File: src/rtl/tfem_pkg.sv
package tfem_pkg;
   localparam int WALK_ERR_W = 3;

   // Page-walk error classes as seen on walk_err
   localparam logic [WALK_ERR_W-1:0] WE_NONE      = 3'd0;
   localparam logic [WALK_ERR_W-1:0] WE_EXT_ABORT = 3'd1;
   localparam logic [WALK_ERR_W-1:0] WE_XLATE     = 3'd2;
   localparam logic [WALK_ERR_W-1:0] WE_ADDR_SIZE = 3'd3;
   localparam logic [WALK_ERR_W-1:0] WE_ACCESS    = 3'd4;
   localparam logic [WALK_ERR_W-1:0] WE_PERM      = 3'd5;

   // Event codes emitted for walk errors (need at least 5 bits)
   localparam logic [7:0] EVC_WALK_ABORT = 8'h0B;
   localparam logic [7:0] EVC_XLATE      = 8'h10;
   localparam logic [7:0] EVC_ADDR_SIZE  = 8'h11;
   localparam logic [7:0] EVC_ACCESS     = 8'h12;
   localparam logic [7:0] EVC_PERM       = 8'h13;
   localparam int         EVC_MIN_W      = 5;
endpackage

File: src/rtl/tfem_classify.sv
module tfem_classify
   import tfem_pkg::*;
#(
   parameter int EVT_W = 8
) (
   input  logic                  unit_en,
   input  logic                  cfg_aborted,
   input  logic [EVT_W-1:0]      cfg_fault,
   input  logic [WALK_ERR_W-1:0] walk_err,
   input  logic                  rec_faults,
   output logic                  grant,
   output logic                  push,
   output logic                  walk_abort,
   output logic [EVT_W-1:0]      code
);
   // Priority: disabled, aborted, configuration fault, walk result
   always_comb begin
      grant      = 1'b0;
      push       = 1'b0;
      walk_abort = 1'b0;
      code       = '0;
      if (!unit_en) begin
         grant = 1'b1;
      end else if (cfg_aborted) begin
         grant = 1'b0;
      end else if (cfg_fault != '0) begin
         push = 1'b1;
         code = cfg_fault;
      end else begin
         unique case (walk_err)
            WE_NONE: grant = 1'b1;
            WE_EXT_ABORT: begin
               push       = 1'b1;
               walk_abort = 1'b1;
               code       = EVT_W'(EVC_WALK_ABORT);
            end
            WE_ADDR_SIZE: begin
               push = rec_faults;
               code = EVT_W'(EVC_ADDR_SIZE);
            end
            WE_ACCESS: begin
               push = rec_faults;
               code = EVT_W'(EVC_ACCESS);
            end
            WE_PERM: begin
               push = rec_faults;
               code = EVT_W'(EVC_PERM);
            end
            default: begin
               push = rec_faults;
               code = EVT_W'(EVC_XLATE);
            end
         endcase
      end
   end
endmodule

File: src/rtl/tfem_record.sv
module tfem_record #(
   parameter int ADDR_W    = 48,
   parameter int CLASS_W   = 2,
   parameter bit ZERO_IDLE = 1'b1
) (
   input  logic               push,
   input  logic               walk_abort,
   input  logic               rnw_bit,
   input  logic [ADDR_W-1:0]  req_addr,
   input  logic [ADDR_W-1:0]  walk_addr,
   output logic [ADDR_W-1:0]  rec_addr,
   output logic               rec_rnw,
   output logic [CLASS_W-1:0] rec_class,
   output logic [ADDR_W-1:0]  rec_addr2
);
   localparam logic [CLASS_W-1:0] CLASS_WALK = CLASS_W'(1);

   logic [CLASS_W-1:0] class_raw;
   logic [ADDR_W-1:0]  addr2_raw;

   assign class_raw = walk_abort ? CLASS_WALK : '0;
   assign addr2_raw = walk_abort ? walk_addr  : '0;

   generate
      if (ZERO_IDLE) begin : g_gated
         // Fields read as zero when no event is pushed
         assign rec_addr  = push ? req_addr  : '0;
         assign rec_rnw   = push & rnw_bit;
         assign rec_class = push ? class_raw : '0;
         assign rec_addr2 = push ? addr2_raw : '0;
      end else begin : g_free
         assign rec_addr  = req_addr;
         assign rec_rnw   = rnw_bit;
         assign rec_class = class_raw;
         assign rec_addr2 = addr2_raw;
      end
   endgenerate
endmodule

File: src/rtl/tfem_out_reg.sv
module tfem_out_reg #(
   parameter int W = 8
) (
   input  logic         clk,
   input  logic         rst_n,
   input  logic         d_valid,
   input  logic [W-1:0] d,
   output logic         q_valid,
   output logic [W-1:0] q
);
   always_ff @(posedge clk or negedge rst_n) begin
      if (!rst_n) begin
         q_valid <= 1'b0;
         q       <= '0;
      end else begin
         q_valid <= d_valid;
         q       <= d_valid ? d : '0;
      end
   end
endmodule

File: src/rtl/tfem_fault_mapper.sv
module tfem_fault_mapper
   import tfem_pkg::*;
#(
   parameter int ADDR_W    = 48,
   parameter int EVT_W     = 8,
   parameter int CLASS_W   = 2,
   parameter int PERM_W    = 2,
   parameter bit ZERO_IDLE = 1'b1
) (
   input  logic                  clk,
   input  logic                  rst_n,
   input  logic                  in_valid,
   input  logic                  unit_en,
   input  logic                  cfg_aborted,
   input  logic [EVT_W-1:0]      cfg_fault,
   input  logic [WALK_ERR_W-1:0] walk_err,
   input  logic [ADDR_W-1:0]     walk_addr,
   input  logic [ADDR_W-1:0]     req_addr,
   input  logic [PERM_W-1:0]     req_flags,
   input  logic                  rec_faults,
   output logic                  out_valid,
   output logic [PERM_W-1:0]     out_perm,
   output logic                  evt_push,
   output logic [EVT_W-1:0]      evt_type,
   output logic [ADDR_W-1:0]     evt_addr,
   output logic                  evt_rnw,
   output logic [CLASS_W-1:0]    evt_class,
   output logic [ADDR_W-1:0]     evt_addr2
);
   localparam int PACK_W = PERM_W + 1 + EVT_W + ADDR_W + 1 + CLASS_W + ADDR_W;

   initial begin
      assert (EVT_W >= EVC_MIN_W) else $error("EVT_W too narrow for event codes");
      assert (PERM_W >= 1)        else $error("PERM_W must hold the read bit");
      assert (CLASS_W >= 1)       else $error("CLASS_W must be at least 1");
      assert (ADDR_W >= 12)       else $error("ADDR_W below a page offset");
   end

   logic               grant, push, walk_abort;
   logic [EVT_W-1:0]   code;
   logic [ADDR_W-1:0]  rec_addr, rec_addr2;
   logic               rec_rnw;
   logic [CLASS_W-1:0] rec_class;
   logic [PERM_W-1:0]  perm_d;
   logic [PACK_W-1:0]  pack_d, pack_q;

   tfem_classify #(.EVT_W(EVT_W)) u_classify (
      .unit_en    (unit_en),
      .cfg_aborted(cfg_aborted),
      .cfg_fault  (cfg_fault),
      .walk_err   (walk_err),
      .rec_faults (rec_faults),
      .grant      (grant),
      .push       (push),
      .walk_abort (walk_abort),
      .code       (code)
   );

   tfem_record #(
      .ADDR_W   (ADDR_W),
      .CLASS_W  (CLASS_W),
      .ZERO_IDLE(ZERO_IDLE)
   ) u_record (
      .push      (push),
      .walk_abort(walk_abort),
      .rnw_bit   (req_flags[0]),
      .req_addr  (req_addr),
      .walk_addr (walk_addr),
      .rec_addr  (rec_addr),
      .rec_rnw   (rec_rnw),
      .rec_class (rec_class),
      .rec_addr2 (rec_addr2)
   );

   assign perm_d = grant ? req_flags : '0;
   assign pack_d = {perm_d, push, (push ? code : '0), rec_addr, rec_rnw, rec_class, rec_addr2};

   tfem_out_reg #(.W(PACK_W)) u_out (
      .clk    (clk),
      .rst_n  (rst_n),
      .d_valid(in_valid),
      .d      (pack_d),
      .q_valid(out_valid),
      .q      (pack_q)
   );

   assign {out_perm, evt_push, evt_type, evt_addr, evt_rnw, evt_class, evt_addr2} = pack_q;
endmodule

File: config.mk
export PLATFORM = sky130hd
export DESIGN_NAME = tfem_fault_mapper
export DESIGN_NICKNAME = d
export VERILOG_FILES = /design/src/rtl/tfem_pkg.sv /design/src/rtl/tfem_classify.sv /design/src/rtl/tfem_record.sv /design/src/rtl/tfem_out_reg.sv /design/src/rtl/tfem_fault_mapper.sv
export SDC_FILE = /design/constraint.sdc
export NUM_CORES = 1
export LEC_CHECK = 0
export ABC_AREA = 1
export BUFFER_PORTS_ARGS = -buffer_cell sky130_fd_sc_hd__buf_2
export CAP_MARGIN = 20
export CORE_UTILIZATION = 39
export DETAILED_ROUTE_END_ITERATION = 8
export GPL_TIMING_DRIVEN = 1
export PLACE_DENSITY = 0.73
export SLEW_MARGIN = 20
export SYNTH_ARGS = -nofsm -noshare
export SYNTH_HDL_FRONTEND = slang
export SYNTH_SLANG_ARGS = --single-unit
File: constraint.sdc
create_clock -name clk -period 0.8 [get_ports clk]
set_clock_uncertainty 0.05 [all_clocks]
set_input_delay 0.04 -clock clk [delete_from_list [all_inputs] [get_ports clk]]
set_output_delay 0.04 -clock clk [all_outputs]
set_load 0.02 [all_outputs]
# After elaboration in Yosys (flattened, before gate mapping)
# Index checks and enable logic that the tools add are counted.
dict set report word_totals {
  out_inout_bits 111
  input_bits 115
  elab_cells 33
  regBits 111
}
dict set report op_classes {
  eq_ne 4
  n_bitwise 1
  n_reduce_logical 2
  n_mux 24
}
# op n
set op_table {}
lappend op_table {{$mux 48} 3}
lappend op_table {{$mux 110} 1}
lappend op_table {{$mux 8} 4}
lappend op_table {{$pmux 5 s5} 1}
lappend op_table {{$mux 1} 12}
lappend op_table {{$reduce_bool 8->1} 1}
lappend op_table {{$eq 3x3->1 const B} 2}
lappend op_table {{$mux 2} 2}
lappend op_table {{$eq 3x1->1 const B} 1}
lappend op_table {{$eq 3x2->1 const B} 1}
lappend op_table {{$logic_not 3->1} 1}
lappend op_table {{$pmux 1 s2} 1}
lappend op_table {{$and 1x1->1} 1}

# Depth between registers and ports, before layout
dict set report logic_depth {
  depth_word 8
  ltp_mapped 8
  ltp_nobuf 7
}

# By module
# Synthesis repeated with hierarchy kept, for this count alone.
dict set report unflattened {
  cells_unflattened 622
  hier_area_um2 4858.4
}
# module n_inst seq_area_each_um2 cells_per_inst area_per_inst_um2
set by_module_without_submodules {}
lappend by_module_without_submodules {tfem_out_reg 1 2777.7 343 3732.3}
lappend by_module_without_submodules {tfem_record 1 0.0 209 844.6}
lappend by_module_without_submodules {tfem_classify 1 0.0 49 201.4}
lappend by_module_without_submodules {tfem_fault_mapper 1 0.0 21 80.1}

# Least setup slack after synthesis
# No wires, ideal clock.
dict set report synth_timing {
  path_type {input to register}
  start {in cfg_fault[7]}
  end {reg u_out.q[76]}
  required_time_ps 635
  setup_ps 115
  arrival_time_ps 842
  path_slack_ps -207
  stages 8
  path_buffers 2
  cell_sequence {nor2_1 -> nand2_1 -> nor2_4 -> nand2_1 -> nand2_1 -> buf_4 -> buf_6 -> nor2_1}
}
dict set report synth_between {
  elab_chain_len 6
}
# item line_no
set synth_lines {}
lappend synth_lines {{start: declaration} tfem_fault_mapper.sv:15} ;# input logic [EVT_W-1:0] cfg_fault,
lappend synth_lines {{$reduce_bool 8->1} tfem_classify.sv:26} ;# end else if (cfg_fault != '0) begin
lappend synth_lines {{$mux 1} tfem_classify.sv:26}
lappend synth_lines {{$mux 1} tfem_classify.sv:24} ;# end else if (cfg_aborted) begin
lappend synth_lines {{$mux 1} tfem_classify.sv:22} ;# if (!unit_en) begin
lappend synth_lines {{$mux 48} tfem_record.sv:27} ;# assign rec_addr = push ? req_addr : '0;
lappend synth_lines {{$mux 110} tfem_out_reg.sv:17} ;# q <= d_valid ? d : '0;
lappend synth_lines {{end signal: assignment} tfem_out_reg.sv:17}
lappend synth_lines {{end: declaration} tfem_out_reg.sv:9} ;# output logic [W-1:0] q
# Every way passes these cells.

# Final worst setup path
dict set report layout_timing {
  start {reg u_out.q[62]}
  end {out evt_addr[11]}
}
# item line_no
set layout_rtl {}
lappend layout_rtl {{end: declaration} tfem_fault_mapper.sv:25} ;# output logic [ADDR_W-1:0] evt_addr,
# No word-level cell between the ends.

==> reports/qor.csv <==
stage;metric;value;unit
die;initial_core_util;40.55;%
synthesis;synth.distinct_cells;14;
job;drv_cap;0;
sta;drv_slew;0;
power;leakage;4.242;nW
layout;final_area;7336;sq um
clock_tree;clk_pin_slew;0.11;ns
critical_path;endpoint_kind;output port;
sta;max_freq;995.9;MHz
critical_path;crit_family;flip-flops;
sta;hold_slack;0.02192;ns
critical_path;worstPathArrival;0.91;ns
global_routing;overflow;0;
place;place_area;5197;sq um
outcome;status;finished, violations left;
layout;final.fill_count;523;
global_routing;grt_pass1_wl;18540;um
layout;diodes;0;
synthesis;netlist_instances;368;
die;std_cell_rows;35;
layout;layout_commonest_cell;buf_2;
clock_tree;cts-root-buf;clkbuf_8;
drt;first_iter_violations;83;
outcome;violations;negative setup slack;
critical_path;critPathMaxFanout;1;
critical_path;path_cells;buf_6;
power;power_density;1393;nW/um^2
layout;mostFrequentLayoutCells;113 x buf_2, 111 x buf_6, 110 x dfrtp_1;
place;place_inst;726;
sta;fin_crit;1.004;ns
clock_tree;cts_tree;done;
drt;first_pass_iters;6;
layout;drive_above_1_share;39.61;%
drt;wirelength;12760;um
synthesis;synth_nets;483;
critical_path;crit_buf_inv;1;
synthesis;synth.area.top_cells;dfrtp_1 73%, nor2_1 11%, inv_1 11%, nand2_1 0.99%, buf_6 0.89%;
drt;drc_errors;0;
global_routing;grt_start_max_net_pins;50;
min_path;min_from;walk_err[0];
global_routing;grt_pass1_vias;3966;
die;die_h;100.5;um
min_path;hold_path_class;input port to register;
global_routing;grt_use_total;24.57;%
sta;fin_tns_setup;-19.24;ns
drt;route.vias.total;3700;
sta;period_share;125.5;%
critical_path;critPathKind;register to output port;
sta;rsz0062_at_grt;yes;
critical_path;crit_path_start;u_out.q[62]$_DFF_PN0_;
synthesis;synth_top_cell_area_share;72.78;%
critical_path;crit_slowest_cell;dfrtp_1;
drt;viasPerCell;4.322;
critical_path;startpoint_type;register;
critical_path;slowest_delay;0.41;ns
layout;fin_cells;856;
synthesis;ys_warn_count;0;
die;io_pins;226;
place;place_ws;-0.3505;ns
place;place_congestion;0.7685;
place;dpl.hpwl;6489;um
synthesis;ys_ff_latch;110;
sta;layout_setup_ws;-0.2041;ns
clock_tree;htreeDepth;3;
drt;wl_per_cell;14.90;um
clock_tree;numCtsBuffers;9;
clock_tree;cts_buffer_depth;2;
global_routing;antenna_found_initial;0;
synthesis;yosysSeqAreaShare;72.78;%
sta;hold_viol;0;
synthesis;postSynthAreaPerCell;10.28;sq um
synthesis;synth_area_leader_cell;dfrtp_1;
drt;ant_nets;0;
clock_tree;cts.sinks;110;
synthesis;syn_area;3782;sq um
power;vdd_drop_max;0.8617;mV
place;io_buffers;224;
critical_path;required;0.71;ns
die;die_w;100.5;um
layout;area_growth;93.95;%
layout;fin_nets;838;
die;design.die.area;10100;sq um
die;fp.coreArea;9328;sq um
sta;finalSetupViolCount;155;
final cells by class:
cell class                      count  area (sq um)  share of cell area (%)
Sequential cell                   110          2753                   37.52
Clock inverter                      6         45.04                  0.6140
Multi-Input combinational cell    135         619.3                   8.443
Inverter                          111         416.7                   5.680
Timing Repair Buffer              356          3217                   43.85
Tap cell                          129         161.4                   2.200
Clock buffer                        9         123.9                   1.689
power breakdown:
group          switching, mW  internal [mW]
registers             0.0433           5.64
clock network           1.86           1.14
logic                  0.666          0.877
repair_timing:
item,in CTS,in global routing
setup endpoints to repair,110,177
hold buffers,109,0
pin swaps,0,5
gates resized for setup,220,22
hold endpoints to repair,218,0
gates cloned,0,5
setup buffers,0,2
synthesized netlist by cell type (all sizes together):
cell	number
nand3	2
clkbuf	3
a21oi	6
dfrtp	110
conb	1
inv	111
buf	9
o21ai	1
nand2	10
nor2	115
state kept, by name, summed over array words and instances, names as in the netlist:
name	flops
u_out.q	109
u_out.q_valid	1
through the flow:
| step | total power [mW] | util (%) |
|---|---|---|
| 2_1_floorplan | 6.092 | - |
| 3_3_place_gp | 6.658 | 55.72 |
| 3_5_place_dp | 6.675 | 55.72 |
| 4_1_cts | 10.17 | 76.61 |
| 5_1_grt | 10.66 | 78.65 |
| 6_report | 10.22 | 78.65 |
final timing paths:
check                                    endpoint  slack, ns  cells past startpoint
max                                  evt_addr[11]      -0.20                      1
min                        u_out.q[102]$_DFF_PN0_       0.02                      5
max in group asynchronous  u_out.q[102]$_DFF_PN0_       0.17                      3
min in group asynchronous   u_out.q[35]$_DFF_PN0_       0.03                      2
metal layers:
| metal | share of wire, % | GRT usage, % |
|---|---|---|
| met4 | 4.7 | 13.49 |
| met3 | 6.9 | 5.895 |
| met2 | 56 | 47.95 |
| met1 | 32 | 23.31 |
| met5 | 0 | 0 |
cell families after synthesis:
logic type	Yosys count	synth area share, %
DFF	110	72.78
AOI/OAI and AO/OA	7	0.9261
and+or+nand+nor	127	13.00
buffers and inverters	123	13.20
other	1	0.09914
No activity file was read; power rests on OpenSTA's default activity.
